## src/rtl/rbuf_pkg.sv

```systemverilog
`timescale 1ns/1ps
package rbuf_pkg;

  // Advance a block index around a ring of n entries.
  function automatic int unsigned ring_next(input int unsigned idx, input int unsigned n);
    return (idx + 1 >= n) ? 0 : idx + 1;
  endfunction

  // Width for an index over n items (never below one bit).
  function automatic int unsigned idx_w(input int unsigned n);
    return (n > 1) ? $clog2(n) : 1;
  endfunction

endpackage

```

## src/rtl/rbuf_mem.sv

```systemverilog
`timescale 1ns/1ps
module rbuf_mem #(
  parameter int unsigned NUM_BLK = 3,
  parameter int unsigned BLK_LEN = 16,
  parameter int unsigned SW      = 16,
  parameter int unsigned BW      = 2,
  parameter int unsigned OW      = 4
) (
  input  logic          clk,
  input  logic          we,
  input  logic [BW-1:0] w_blk,
  input  logic [OW-1:0] w_off,
  input  logic [SW-1:0] w_word,
  input  logic [BW-1:0] r_blk,
  input  logic [OW-1:0] r_off,
  output logic [SW-1:0] r_word
);
  localparam int unsigned DEPTH = NUM_BLK * BLK_LEN;
  localparam int unsigned AW    = rbuf_pkg::idx_w(DEPTH);

  logic [SW-1:0] store_q [DEPTH];
  logic [AW-1:0] waddr;
  logic [AW-1:0] raddr;

  always_comb begin
    waddr  = AW'(32'(w_blk) * BLK_LEN + 32'(w_off));
    raddr  = AW'(32'(r_blk) * BLK_LEN + 32'(r_off));
    r_word = store_q[raddr];
  end

  // Storage array: write-enabled, no reset.
  always_ff @(posedge clk) begin
    if (we) begin
      store_q[waddr] <= w_word;
    end
  end
endmodule

```

## src/rtl/rbuf_wr_ctrl.sv

```systemverilog
`timescale 1ns/1ps
module rbuf_wr_ctrl #(
  parameter int unsigned NUM_BLK = 3,
  parameter int unsigned BLK_LEN = 16,
  parameter int unsigned BW      = 2,
  parameter int unsigned OW      = 4
) (
  input  logic               clk,
  input  logic               rst_n,
  input  logic               wr_valid,
  input  logic [NUM_BLK-1:0] full_vec,
  output logic               mem_we,
  output logic [BW-1:0]      wblk,
  output logic [OW-1:0]      woff,
  output logic [NUM_BLK-1:0] set_v,
  output logic               blk_done,
  output logic [BW-1:0]      blk_done_idx,
  output logic               overflow
);
  localparam logic [OW-1:0] LAST_OFF = OW'(BLK_LEN - 1);

  logic [BW-1:0] wblk_q, wblk_d;
  logic [OW-1:0] woff_q, woff_d;
  logic          done_q, done_d;
  logic [BW-1:0] didx_q, didx_d;
  logic          ovf_q, ovf_d;
  logic          cur_full, accept, at_end;

  always_comb begin
    cur_full = full_vec[wblk_q];
    accept   = wr_valid & ~cur_full;
    at_end   = (woff_q == LAST_OFF);
    wblk_d   = wblk_q;
    woff_d   = woff_q;
    done_d   = 1'b0;
    didx_d   = didx_q;
    ovf_d    = ovf_q | (wr_valid & cur_full);
    if (accept) begin
      if (at_end) begin
        woff_d = '0;
        wblk_d = BW'(rbuf_pkg::ring_next(32'(wblk_q), NUM_BLK));
        done_d = 1'b1;
        didx_d = wblk_q;
      end else begin
        woff_d = woff_q + 1'b1;
      end
    end
  end

  for (genvar gi = 0; gi < NUM_BLK; gi++) begin : g_set
    assign set_v[gi] = accept & at_end & (wblk_q == BW'(gi));
  end

  always_ff @(posedge clk or negedge rst_n) begin
    if (!rst_n) begin
      wblk_q <= '0;
      woff_q <= '0;
      done_q <= 1'b0;
      didx_q <= '0;
      ovf_q  <= 1'b0;
    end else begin
      wblk_q <= wblk_d;
      woff_q <= woff_d;
      done_q <= done_d;
      didx_q <= didx_d;
      ovf_q  <= ovf_d;
    end
  end

  assign mem_we       = accept;
  assign wblk         = wblk_q;
  assign woff         = woff_q;
  assign blk_done     = done_q;
  assign blk_done_idx = didx_q;
  assign overflow     = ovf_q;


  ovf_sticky_chk: assert property (@(posedge clk) disable iff (!rst_n)
    overflow |=> overflow);


  done_pulse_chk: assert property (@(posedge clk) disable iff (!rst_n)
    blk_done |=> !blk_done);


  wrap_off_chk: assert property (@(posedge clk) disable iff (!rst_n)
    blk_done |-> (woff == '0));
endmodule

```

## src/rtl/rbuf_rd_ctrl.sv

```systemverilog
`timescale 1ns/1ps
module rbuf_rd_ctrl #(
  parameter int unsigned NUM_BLK = 3,
  parameter int unsigned BLK_LEN = 16,
  parameter int unsigned SW      = 16,
  parameter int unsigned BW      = 2,
  parameter int unsigned OW      = 4
) (
  input  logic               clk,
  input  logic               rst_n,
  input  logic               rd_req,
  input  logic [NUM_BLK-1:0] full_vec,
  input  logic [SW-1:0]      r_word,
  output logic [BW-1:0]      rblk,
  output logic [OW-1:0]      roff,
  output logic [NUM_BLK-1:0] clr_v,
  output logic [SW-1:0]      rd_sample,
  output logic               rd_valid,
  output logic               underflow
);
  localparam logic [OW-1:0] LAST_OFF = OW'(BLK_LEN - 1);

  logic [BW-1:0] rblk_q, rblk_d;
  logic [OW-1:0] roff_q, roff_d;
  logic [SW-1:0] data_q, data_d;
  logic          vld_q, vld_d;
  logic          unf_q, unf_d;
  logic          avail, take, at_end;

  always_comb begin
    avail  = full_vec[rblk_q];
    take   = rd_req & avail;
    at_end = (roff_q == LAST_OFF);
    rblk_d = rblk_q;
    roff_d = roff_q;
    vld_d  = rd_req;
    data_d = take ? r_word : '0;
    unf_d  = unf_q | (rd_req & ~avail);
    if (take) begin
      if (at_end) begin
        roff_d = '0;
        rblk_d = BW'(rbuf_pkg::ring_next(32'(rblk_q), NUM_BLK));
      end else begin
        roff_d = roff_q + 1'b1;
      end
    end
  end

  for (genvar gi = 0; gi < NUM_BLK; gi++) begin : g_clr
    assign clr_v[gi] = take & at_end & (rblk_q == BW'(gi));
  end

  always_ff @(posedge clk or negedge rst_n) begin
    if (!rst_n) begin
      rblk_q <= '0;
      roff_q <= '0;
      data_q <= '0;
      vld_q  <= 1'b0;
      unf_q  <= 1'b0;
    end else begin
      rblk_q <= rblk_d;
      roff_q <= roff_d;
      vld_q  <= vld_d;
      unf_q  <= unf_d;
      if (rd_req) begin
        data_q <= data_d;
      end
    end
  end

  assign rblk      = rblk_q;
  assign roff      = roff_q;
  assign rd_sample = data_q;
  assign rd_valid  = vld_q;
  assign underflow = unf_q;


  rd_answer_chk: assert property (@(posedge clk) disable iff (!rst_n)
    rd_req |=> rd_valid);


  unf_sticky_chk: assert property (@(posedge clk) disable iff (!rst_n)
    underflow |=> underflow);


  unf_zero_chk: assert property (@(posedge clk) disable iff (!rst_n)
    (rd_req && (full_vec == '0)) |=> (rd_sample == '0));
endmodule

```

## src/rtl/rbuf_own.sv

```systemverilog
`timescale 1ns/1ps
module rbuf_own #(
  parameter int unsigned NUM_BLK = 3
) (
  input  logic               clk,
  input  logic               rst_n,
  input  logic [NUM_BLK-1:0] set_v,
  input  logic [NUM_BLK-1:0] clr_v,
  output logic [NUM_BLK-1:0] full_vec
);
  logic [NUM_BLK-1:0] full_q, full_d;

  always_comb begin
    full_d = (full_q | set_v) & ~clr_v;
  end

  always_ff @(posedge clk or negedge rst_n) begin
    if (!rst_n) begin
      full_q <= '0;
    end else begin
      full_q <= full_d;
    end
  end

  assign full_vec = full_q;


  set_clr_disjoint_chk: assert property (@(posedge clk) disable iff (!rst_n)
    (set_v & clr_v) == '0);


  set_on_empty_chk: assert property (@(posedge clk) disable iff (!rst_n)
    (set_v & full_q) == '0);


  clr_on_full_chk: assert property (@(posedge clk) disable iff (!rst_n)
    (clr_v & ~full_q) == '0);
endmodule

```

## src/rtl/audio_blk_ring.sv

```systemverilog
`timescale 1ns/1ps
module audio_blk_ring #(
  parameter int unsigned NUM_BLK = 3,
  parameter int unsigned BLK_LEN = 16,
  parameter int unsigned SW      = 16,
  localparam int unsigned BW     = rbuf_pkg::idx_w(NUM_BLK),
  localparam int unsigned OW     = rbuf_pkg::idx_w(BLK_LEN)
) (
  input  logic               clk,
  input  logic               rst_n,
  input  logic               wr_valid,
  input  logic [SW-1:0]      wr_sample,
  input  logic               rd_req,
  output logic [SW-1:0]      rd_sample,
  output logic               rd_valid,
  output logic               blk_done,
  output logic [BW-1:0]      blk_done_idx,
  output logic [NUM_BLK-1:0] blk_full,
  output logic               overflow,
  output logic               underflow
);
  logic               mem_we;
  logic [BW-1:0]      wblk, rblk;
  logic [OW-1:0]      woff, roff;
  logic [SW-1:0]      r_word;
  logic [NUM_BLK-1:0] set_v, clr_v, full_vec;

  rbuf_mem #(.NUM_BLK(NUM_BLK), .BLK_LEN(BLK_LEN), .SW(SW), .BW(BW), .OW(OW)) mem_u (
    .clk(clk), .we(mem_we), .w_blk(wblk), .w_off(woff), .w_word(wr_sample),
    .r_blk(rblk), .r_off(roff), .r_word(r_word)
  );

  rbuf_wr_ctrl #(.NUM_BLK(NUM_BLK), .BLK_LEN(BLK_LEN), .BW(BW), .OW(OW)) wr_u (
    .clk(clk), .rst_n(rst_n), .wr_valid(wr_valid), .full_vec(full_vec),
    .mem_we(mem_we), .wblk(wblk), .woff(woff), .set_v(set_v),
    .blk_done(blk_done), .blk_done_idx(blk_done_idx), .overflow(overflow)
  );

  rbuf_rd_ctrl #(.NUM_BLK(NUM_BLK), .BLK_LEN(BLK_LEN), .SW(SW), .BW(BW), .OW(OW)) rd_u (
    .clk(clk), .rst_n(rst_n), .rd_req(rd_req), .full_vec(full_vec), .r_word(r_word),
    .rblk(rblk), .roff(roff), .clr_v(clr_v), .rd_sample(rd_sample),
    .rd_valid(rd_valid), .underflow(underflow)
  );

  rbuf_own #(.NUM_BLK(NUM_BLK)) own_u (
    .clk(clk), .rst_n(rst_n), .set_v(set_v), .clr_v(clr_v), .full_vec(full_vec)
  );

  assign blk_full = full_vec;


  rw_same_blk_chk: assert property (@(posedge clk) disable iff (!rst_n)
    (mem_we && full_vec[rblk]) |-> (wblk != rblk));
endmodule

```

## config.mk

```make
export PLATFORM = sky130hd
export DESIGN_NAME = audio_blk_ring
export DESIGN_NICKNAME = d
export VERILOG_FILES = /design/src/rtl/rbuf_pkg.sv /design/src/rtl/rbuf_mem.sv /design/src/rtl/rbuf_wr_ctrl.sv /design/src/rtl/rbuf_rd_ctrl.sv /design/src/rtl/rbuf_own.sv /design/src/rtl/audio_blk_ring.sv
export SDC_FILE = /design/constraint.sdc
export NUM_CORES = 1
export LEC_CHECK = 0
export BUFFER_PORTS_ARGS = -buffer_cell sky130_fd_sc_hd__buf_2
export CAP_MARGIN = 10
export CORE_MARGIN = 5
export CORE_UTILIZATION = 47
export DETAILED_ROUTE_END_ITERATION = 8
export GPL_TIMING_DRIVEN = 0
export SLEW_MARGIN = 20
export SYNTH_ARGS = -nofsm -noshare
export SYNTH_HDL_FRONTEND = slang
export SYNTH_HIERARCHICAL = 1
export SYNTH_SLANG_ARGS = --single-unit
```

## constraint.sdc

```tcl
create_clock -name clk -period 3.7 [get_ports clk]
set_input_delay 0.925 -clock clk [delete_from_list [all_inputs] [get_ports clk]]
set_output_delay 0.925 -clock clk [all_outputs]
set_load 0.02 [all_outputs]
```

==> results of run 1 <==
==> sequential cells by signal (all words and copies together), names as in the netlist, 2 cells and up <==
register	flops
mem_u/store_q	768
rd_u/rd_sample	16
rd_u/roff	4
wr_u/woff	4
own_u/full_vec	3
rd_u/rblk	2
wr_u/blk_done_idx	2
wr_u/wblk	2
==> where the power goes <==
group | leakage, nW | switching, mW | internal [mW] | total (mW)
clock | 1.24 | 3.29 | 4.51 | 7.80
combinational | 3.67 | 5.31 | 3.14 | 8.45
sequential | 7.39 | 0.263 | 10.5 | 10.7
==> how the worst max path moves through the flow <==
stage,endpoint,from,slack (ns)
after global routing,rd_u/rd_sample[10],rd_u/roff[2],0.06
after CTS,rd_u/rd_sample[2],rd_u/roff[2],0.09
final,rd_u/rd_sample[8],rd_u/roff[1],0.24
after detailed placement,rd_u/rd_sample[2],rd_u/roff[2],0.12
after global placement,mem_u/store_q[16][10],wr_valid,-1.05
after floorplan,mem_u/store_q[18][0],wr_valid,0.54
==> logic make-up after synthesis <==
| group | share of synthesized area |
|---|---|
| mux | 0.141 |
| compound gates | 0.0583 |
| fa+ha+maj | 0.000791 |
| xor+xnor | 0.000554 |
| simple gates | 0.0204 |
| flops | 0.758 |
| buf+inv | 0.0209 |
==> timing repair <==
action,in CTS,in global routing
hold endpoints to repair,0,0
endpoints found under the setup margin,0,5
hold buffers,0,0
gates resized for setup,0,5
==> layout by cell type, fill, tap and decap left out, drive strengths merged, types with 7 or more instances in the layout <==
cell type and n:
edfxtp 768, mux2i 258, buf 159, clkbuf 131, mux4 80, a22oi 64
nor2 50, nand2 49, dfrtp 37, clkinv 36, a21oi 33, a22o 32
a221oi 32, o22ai 32, inv 22, o41ai 16, nor3 7
==> per-layer routing <==
layer	vias to the layer above	GRT usage
li1	7039	-
met1	8726	0.320
met2	638	0.375
met3	125	0.0487
met4	2	0.0680
met5	-	0
==> layout make-up <==
| cell class | instances | area [um^2] | area share |
|---|---|---|---|
| Clock inverter | 46 | 378 | 0.0104 |
| Inverter | 19 | 71.3 | 0.00196 |
| Clock buffer | 98 | 2130 | 0.0588 |
| Multi-Input combinational cell | 717 | 7120 | 0.196 |
| Timing Repair Buffer | 96 | 916 | 0.0252 |
| Sequential cell | 805 | 24000 | 0.661 |
| Tap cell | 873 | 1090 | 0.0301 |
| Antenna cell | 3 | 7.51 | 0.000207 |
| Buffer | 96 | 594 | 0.0164 |
==> critical path: cells and delay by family, from the launching register on <==
kind | cells | cell delay [ns]
AOI/OAI and AO/OA | 5 | 1.91
buffers and inverters | 2 | 0.57
DFF | 1 | 0.51
and+or+nand+nor | 2 | 0.37
==> through the flow <==
stage | cell area [um^2] | power (mW) | utilization | TNS (ns) | setup slack [ns]
after global routing | 36300 | 27.9 | 0.542 | 0 | 0.0631
after CTS | 36200 | 27.1 | 0.542 | 0 | 0.0903
after floorplan | 31600 | 16.0 | - | 0 | 0.544
after detailed placement | 33700 | 19.3 | 0.504 | 0 | 0.117
after global placement | 32900 | 19.1 | 0.492 | -71.46 | -1.05
final | 36300 | 27.0 | 0.542 | 0 | 0.240
==> flow_metrics.env, run 1 <==
export IMPL_crit_top_cell="o22ai_1"
export IMPL_dp_hpwl_mm=56.7
export IMPL_fin_cells=2753
export IMPL_setup_viol=0
export IMPL_synth_top_cell_area_share=0.729
export IMPL_topRoutingLayerUsed="met5"
export IMPL_r2r_end="rd_u/rd_sample[8]"
export IMPL_holdWs_ns=0.430
export IMPL_die_area_um2=72600
export IMPL_synth_commonest_cells="edfxtp_1, mux2i_1, mux4_2"
export IMPL_synth_seq_cells=805
export IMPL_num_io_pins=45
export IMPL_status="completed"
export IMPL_fill_cells=5173
export IMPL_cts_setup_buffers=0
export IMPL_grt_max_degree=49
export IMPL_cp_start_kind="flip-flop"
export IMPL_cts_htree_levels=3
export IMPL_drive_above_1_share=0.226
export IMPL_gp_congestion=0.998
export IMPL_synth_cell_types=53
export IMPL_finalWirelength_mm=85.5
export IMPL_syn_cell_area_um2=31600
export IMPL_vias=16500
export IMPL_worstSetupPathType="flip-flop to flip-flop"
export IMPL_core_um2=66900
export IMPL_period_minus_slack_ns=3.46
export IMPL_path_cells="nor2b_1 -> buf_2 -> buf_1 -> a22o_1 -> a221oi_1 -> o22ai_1 -> o41ai_2 -> nand2_1 -> o22ai_1"
export IMPL_initial_core_util=0.473
export IMPL_rsz0062_at_grt="no"
export IMPL_max_freq_mhz=289
export IMPL_synth_most_common_cell="edfxtp_1"
export IMPL_drt_wirelength_per_cell_um=31.0
export IMPL_synth_main_ff_cell="edfxtp_1"
export IMPL_drc=0
export IMPL_r2r_cells=9
export IMPL_dp_cells=2604
export IMPL_grt_pass1_vias=16300
export IMPL_ant_nets=0
export IMPL_wl_met2_mm=41.4
export IMPL_grt_pass1_wl_mm=120
export IMPL_slew_violations=0
export IMPL_worst_clock_skew_ns=0.0182
export IMPL_syn_to_final_growth_pct=14.8
export IMPL_wl_met1_mm=34.9
export IMPL_fin_crit_sh=0.935
export IMPL_yosys_warnings=6
export IMPL_drt_pass1_iter_count=6
export IMPL_synth_edf_count=768
export IMPL_yosysTopAreaCell="edfxtp_1"
export IMPL_synth_area_leaders="edfxtp_1, mux2i_1, mux4_2"
export IMPL_fin_nets=1838
export IMPL_antenna_found_initial=2
export IMPL_seq_area_frac_synth=0.758
export IMPL_r2r_slack_ns=0.24
export IMPL_cts_buffers=81
export IMPL_synth_fp_nets=1659
export IMPL_leakagePower_nw=12.3
export IMPL_syn_inst=1637
export IMPL_syn_area_per_cell_um2=19.3
export IMPL_tightest_slew_ns=1.13
export IMPL_cts_sinks=805
export IMPL_drv_cap=0
export IMPL_io_buffers=44
export IMPL_r2r_start="rd_u/roff[1]"
export IMPL_crit_path_top_delay_cell="a221oi_1"
export IMPL_arrival_ns=4.00
export IMPL_final_hold_viol_count=0
export IMPL_cp_required_ns=4.24
export IMPL_max_vdd_ir_drop_mv=0.541
export IMPL_holdPathEnd="rd_u/rd_valid"
export IMPL_hold_path_depth=1
export IMPL_dr_wl_met3_mm=6.46
export IMPL_cp_max_fo=10
export IMPL_worst_hold_path_type="input pin to flip-flop"
export IMPL_drt_iter0_drc=1913
export IMPL_clk_latency_ns=0.61
export IMPL_clockRootBuffer="clkbuf_16"
export IMPL_relSlewSlack=0.249
export IMPL_viasPerCell=6.00
export IMPL_dieWidth_um=269
export IMPL_cts_tree="done"
export IMPL_hp_start="rd_req"
export IMPL_dieHeight_um=269
export IMPL_grt_ovfl_total=0
export IMPL_ys_async_sr_fraction=0.0460
export IMPL_cts_max_path_buffers=3
export IMPL_grt_total_usage=0.231
export IMPL_path_clk_slew_ns=0.06
export IMPL_cp_end_kind="flip-flop"
export IMPL_core_rowCount=95
export IMPL_p_per_area_nw_per_um2=743
export IMPL_slowest_delay_ns=0.72
Power figures use the tool's default switching activity.
==> inputs of run 2 (changes only) <==
- CORE_UTILIZATION: 47 -> 45
==> flow_metrics.env, run 2 (same netlist as run 1, synthesis figures left out) <==
export IMPL_crit_path_top_delay_cell="clkbuf_1"
export IMPL_path_clk_slew_ns=0.06
export IMPL_fill_cells=5597
export IMPL_core_um2=69900
export IMPL_drt_wirelength_per_cell_um=29.1
export IMPL_dp_cells=2659
export IMPL_worst_hold_path_type="input pin to flip-flop"
export IMPL_final_area_um2=36200
export IMPL_setup_viol=0
export IMPL_clk_latency_ns=0.63
export IMPL_cts_tree="done"
export IMPL_grt_total_usage=0.214
export IMPL_drt_pass1_iter_count=6
export IMPL_slowest_delay_ns=0.58
export IMPL_rsz0062_at_grt="no"
export IMPL_slew_violations=0
export IMPL_finish_utilization=0.518
export IMPL_io_buffers=44
export IMPL_path_buf_inv=3
export IMPL_viasPerCell=5.82
export IMPL_drv_cap=0
export IMPL_tightest_slew_ns=1.13
export IMPL_initial_core_util=0.452
export IMPL_max_freq_mhz=286
export IMPL_arrival_ns=3.98
export IMPL_drc=0
export IMPL_fin_cells=2806
export IMPL_mostFrequentLayoutCell="edfxtp_1"
export IMPL_cts_setup_buffers=0
export IMPL_dieHeight_um=275
export IMPL_ant_nets=0
export IMPL_leakagePower_nw=12.2
export IMPL_grt_pass1_vias=16100
export IMPL_worst_clock_skew_ns=0.0311
export IMPL_final_cell_mix="edfxtp_1, mux2i_1, clkbuf_16"
export IMPL_final_hold_viol_count=0
export IMPL_die_area_um2=75700
export IMPL_dieWidth_um=275
export IMPL_grt_pass1_wl_mm=116
export IMPL_cp_start_kind="flip-flop"
export IMPL_path_cells="buf_6 -> nor2_2 -> clkbuf_1 -> clkbuf_1 -> a22oi_1 -> a21oi_1 -> o41ai_2 -> nand2_1 -> o22ai_1"
export IMPL_cp_max_fo=10
export IMPL_grt_ovfl_total=0
export IMPL_cp_end_kind="flip-flop"
export IMPL_relSlewSlack=0.245
export IMPL_antenna_found_initial=2
export IMPL_status="completed"
export IMPL_place_area_um2=33700
export IMPL_cts_buffers=82
export IMPL_worstSetupPathType="flip-flop to flip-flop"
export IMPL_largest_register="mem_u/store_q"
export IMPL_fin_nets=1827
export IMPL_largest_register_ffs=768
export IMPL_crit_top_cell="clkbuf_1"
export IMPL_cp_required_ns=4.19
export IMPL_drt_iter0_drc=1794
export IMPL_grt_max_degree=49
export IMPL_p_per_area_nw_per_um2=731
export IMPL_drive_above_1_share=0.214
export IMPL_finalPower_mw=26.5
export IMPL_cts_max_path_buffers=3
export IMPL_max_vdd_ir_drop_mv=0.455
export IMPL_fin_crit_sh=0.944
export IMPL_period_minus_slack_ns=3.49
export IMPL_dp_hpwl_mm=53.4
export IMPL_cts_htree_levels=3
export IMPL_cts_sinks=805
export IMPL_crit_family="buffers and inverters"
export IMPL_cts_repair_resized=0
export IMPL_hold_buffers=0
export IMPL_syn_to_final_growth_pct=14.6
export IMPL_gp_congestion=0.908
export IMPL_finalWirelength_mm=81.5
export IMPL_clockRootBuffer="clkbuf_16"
export IMPL_vias=16300
export IMPL_num_io_pins=45
export IMPL_core_rowCount=97
run 2: cell types whose count changed in the layout (fill, tap and decap cells not counted), sizes merged, moves of 2 or more:
| cell | previous run | this run |
|---|---|---|
| clkbuf | 131 | 141 |
| clkinv | 36 | 29 |
| diode | 3 | 1 |
| buf | 159 | 148 |
| bufinv | 6 | 4 |
run 2: cell type report:
cell class / count / area, um^2 / area share
inverter: 19 / 71.3 / 0.00197
multi-input combinational: 717 / 7190 / 0.198
tap: 940 / 1180 / 0.0325
antenna: 1 / 2.50 / 0.0000690
sequential: 805 / 24000 / 0.662
clock buffer: 109 / 2220 / 0.0611
clock inverter: 35 / 273 / 0.00753
timing repair buffer: 84 / 737 / 0.0203
buffer: 96 / 591 / 0.0163
run 2: path summary, 6_finish.rpt:
check / startpoint / to / slack (ns) / depth (start not counted)
worst max register to register: rd_u/roff[2] / rd_u/rd_sample[2] / 0.21 / 9
worst max-delay path: rd_u/roff[2] / rd_u/rd_sample[2] / 0.21 / 9
worst min-delay path: rd_req / rd_u/rd_valid / 0.42 / 1
worst min register to register: wr_u/overflow / wr_u/overflow / 0.45 / 1
max in group asynchronous: rst_n / rd_u/roff[2] / 2.68 / 1
min in group asynchronous: rst_n / rd_u/rd_sample[8] / 0.44 / 1
run 2: routing by layer:
metal,wire [um],vias to the layer above,track usage
li1,-,7020,-
met1,33000,8565,0.295
met2,40200,621,0.356
met3,5730,126,0.0382
met4,2520,2,0.0602
met5,13,-,0
run 2: per-stage QoR:
| stage | setup WS [ns] | TNS, ns | hold WS [ns] |
|---|---|---|---|
| 6_report | 0.206 | 0 | 0.416 |
| 5_1_grt | 0.0560 | 0 | 0.387 |
| 4_1_cts | 0.216 | 0 | 0.388 |
| 3_5_place_dp | 0.225 | 0 | 0.440 |
| 3_3_place_gp | -1.17 | -101.18 | 0.438 |
| 2_1_floorplan | 0.544 | 0 | 0.484 |
run 2: power by group:
part           internal, mW  switching [mW]
Sequential             10.5           0.249
Clock                  4.47            3.30
Combinational          3.12            4.87
==> inputs of run 3 (changes only) <==
- GPL_TIMING_DRIVEN: 0 -> default
- SYNTH_HIERARCHICAL: 1 -> default
- clock period: 3.7 -> 3.6 ns (I/O delays scaled with it)
==> flow_metrics.env, run 3 <==
export IMPL_syn_inst=1586
export IMPL_worstSetupPathType="flip-flop to flip-flop"
export IMPL_rsz0062_at_grt="no"
export IMPL_dieWidth_um=273
export IMPL_synth_area_leaders="edfxtp_1, mux4_2, mux2i_1"
export IMPL_final_cell_mix="edfxtp_1, mux2i_1, a22oi_1"
export IMPL_cp_max_fo=35
export IMPL_status="completed"
export IMPL_synth_commonest_cells="edfxtp_1, mux2i_1, a22oi_1"
export IMPL_syn_area_per_cell_um2=19.6
export IMPL_combPwrFrac=0.226
export IMPL_r2r_slack_ns=0.53
export IMPL_cts_setup_buffers=0
export IMPL_clockRootBuffer="clkbuf_16"
export IMPL_place_area_um2=32700
export IMPL_final_area_um2=35500
export IMPL_synth_top_cell_area_share=0.743
export IMPL_num_io_pins=45
export IMPL_initial_core_util=0.453
export IMPL_drt_pass1_iter_count=5
export IMPL_cts_buffers=83
export IMPL_slew_violations=0
export IMPL_path_clk_slew_ns=0.06
export IMPL_core_um2=68600
export IMPL_tightest_slew_ns=1.13
export IMPL_drv_cap=0
export IMPL_max_freq_mhz=326
export IMPL_multiInputGateArea_um2=6550
export IMPL_cp_required_ns=4.11
export IMPL_antenna_found_initial=8
export IMPL_io_buffers=44
export IMPL_yosys_warnings=0
export IMPL_fin_crit_sh=0.852
export IMPL_grt_pass1_vias=15700
export IMPL_syn_cell_area_um2=31100
export IMPL_final_hold_viol_count=0
export IMPL_grt_pass1_wl_mm=113
export IMPL_finalWirelength_mm=78.6
export IMPL_slowest_delay_ns=0.93
export IMPL_fill_cells=5453
export IMPL_setup_viol=0
export IMPL_syn_to_final_growth_pct=14.3
export IMPL_dieHeight_um=273
export IMPL_mostFrequentLayoutCell="edfxtp_1"
export IMPL_cts_max_path_buffers=3
export IMPL_r2r_cells=6
export IMPL_leakagePower_nw=11.6
export IMPL_vias=15900
export IMPL_dp_hpwl_mm=48.1
export IMPL_yosysTopAreaCell="edfxtp_1"
export IMPL_drive_above_1_share=0.203
export IMPL_synth_cell_types=48
export IMPL_fin_tns_setup_ns=0
export IMPL_synth_edf_count=768
export IMPL_cts_repair_resized=0
export IMPL_path_cells="and2_1 -> buf_4 -> a22oi_1 -> o211ai_1 -> a41oi_1 -> a211o_1"
export IMPL_cp_end_kind="flip-flop"
export IMPL_p_per_area_nw_per_um2=722
export IMPL_cts_sinks=805
export IMPL_switching_share=0.291
export IMPL_pwr_share_clk=0.333
export IMPL_largest_register="mem_u.store_q"
export IMPL_cts_htree_levels=3
export IMPL_gp_congestion=0.845
export IMPL_synth_main_ff_cell="edfxtp_1"
export IMPL_ant_nets=0
export IMPL_core_rowCount=96
export IMPL_grt_ovfl_total=0
export IMPL_finalPower_mw=25.6
export IMPL_ys_async_sr_fraction=0.0460
export IMPL_power_switching_mw=7.46
export IMPL_synth_seq_cells=805
export IMPL_drc=0
export IMPL_largest_register_ffs=768
export IMPL_clk_latency_ns=0.63
export IMPL_power_share_sequential=0.441
export IMPL_p_int_mw=18.2
export IMPL_hold_buffers=0
export IMPL_seq_area_frac_synth=0.772
export IMPL_period_minus_slack_ns=3.07
export IMPL_drt_wirelength_per_cell_um=28.9
export IMPL_seq_area_um2=24000
export IMPL_fin_nets=1738
export IMPL_viasPerCell=5.87
export IMPL_worst_clock_skew_ns=0.0281
export IMPL_max_vdd_ir_drop_mv=0.434
export IMPL_grt_max_degree=63
export IMPL_cts_tree="done"
export IMPL_relSlewSlack=0.247
export IMPL_synth_most_common_cell="edfxtp_1"
export IMPL_grt_total_usage=0.210
export IMPL_arrival_ns=3.57
export IMPL_die_area_um2=74400
export IMPL_holdWs_ns=0.171
export IMPL_synth_fp_nets=1608
export IMPL_worst_hold_path_type="input pin to async pin"
export IMPL_crit_path_top_delay_cell="dfrtp_4"
export IMPL_cp_start_kind="flip-flop"
export IMPL_drt_iter0_drc=1749
## run 3: changes by cell type after synthesis, moves of 16 or more
cell,before,now
o41ai_2,16,0
a21oi_1,33,1
a221oi_1,32,4
nand2_1,49,25
a22o_1,32,0
o211ai_1,0,24
a22oi_1,64,94
mux2i_1,257,203
nand3_1,5,44
## run 3: per-layer routing
metal	global-route usage	part of all wire	wire, um	vias to the layer above
met2	0.318	0.46	36100	690
met1	0.303	0.42	32800	8307
met4	0.0596	0.026	2060	10
met3	0.0593	0.097	7640	131
met5	0	0.00086	68	-
li1	-	-	-	6808
## run 3: critical path, delay by kind of cell (launching register included)
family | cells | cell delay (ns)
AO/OA/AOI/OAI | 4 | 1.09
flip-flops | 1 | 0.93
AND/OR/NAND/NOR | 1 | 0.53
buffers and inverters | 1 | 0.37
## run 3: per-stage QoR
step                       util  setup WS, ns  instances
after floorplan               -          1.04       1586
after global placement    0.477         0.546       2560
after detailed placement  0.477         0.518       2561
after CTS                 0.517         0.505       2711
after global routing      0.517         0.408       2712
final                     0.517         0.533       2716
## run 3: final timing paths
kind	to	start
setup / recovery	rd_u.rd_sample[14]	rd_u.roff[1]
hold / removal	rd_u.rd_sample[9]	rst_n
setup reg to reg	rd_u.rd_sample[14]	rd_u.roff[1]
hold reg to reg	wr_u.blk_done_idx[0]	wr_u.blk_done_idx[0]
max in group asynchronous	rd_u.roff[1]	rst_n
min in group clk	wr_u.blk_done_idx[0]	wr_u.blk_done_idx[0]
## run 3: area by class of cell
class,instances,share of cell area
diodes,4,0.000282
clock buffers,108,0.0644
clock inverters,42,0.0122
inverters,4,0.000423
multi-input cells,682,0.185
flip-flops and latches,805,0.676
well taps,931,0.0328
repair buffers,140,0.0292
## run 3: power groups by stage
stage | clock network, mW | registers (mW) | logic, mW
after floorplan | 0 | 11.1 | 4.08
after global placement | 0 | 11.5 | 5.78
after detailed placement | 0 | 11.5 | 5.83
after CTS | 8.69 | 11.3 | 5.85
after global routing | 9.08 | 11.3 | 6.15
final | 8.54 | 11.3 | 5.80
## run 3: cell families after synthesis
logic type               count (synthesis)  share of synthesized area
AO/OA/AOI/OAI                          204                     0.0495
XOR/XNOR                                 2                   0.000564
adder cells (fa/ha/maj)                  2                   0.000806
buffers and inverters                   99                     0.0171
flip-flops                             805                      0.772
multiplexers                           296                      0.132
AND/OR/NAND/NOR                        178                     0.0272
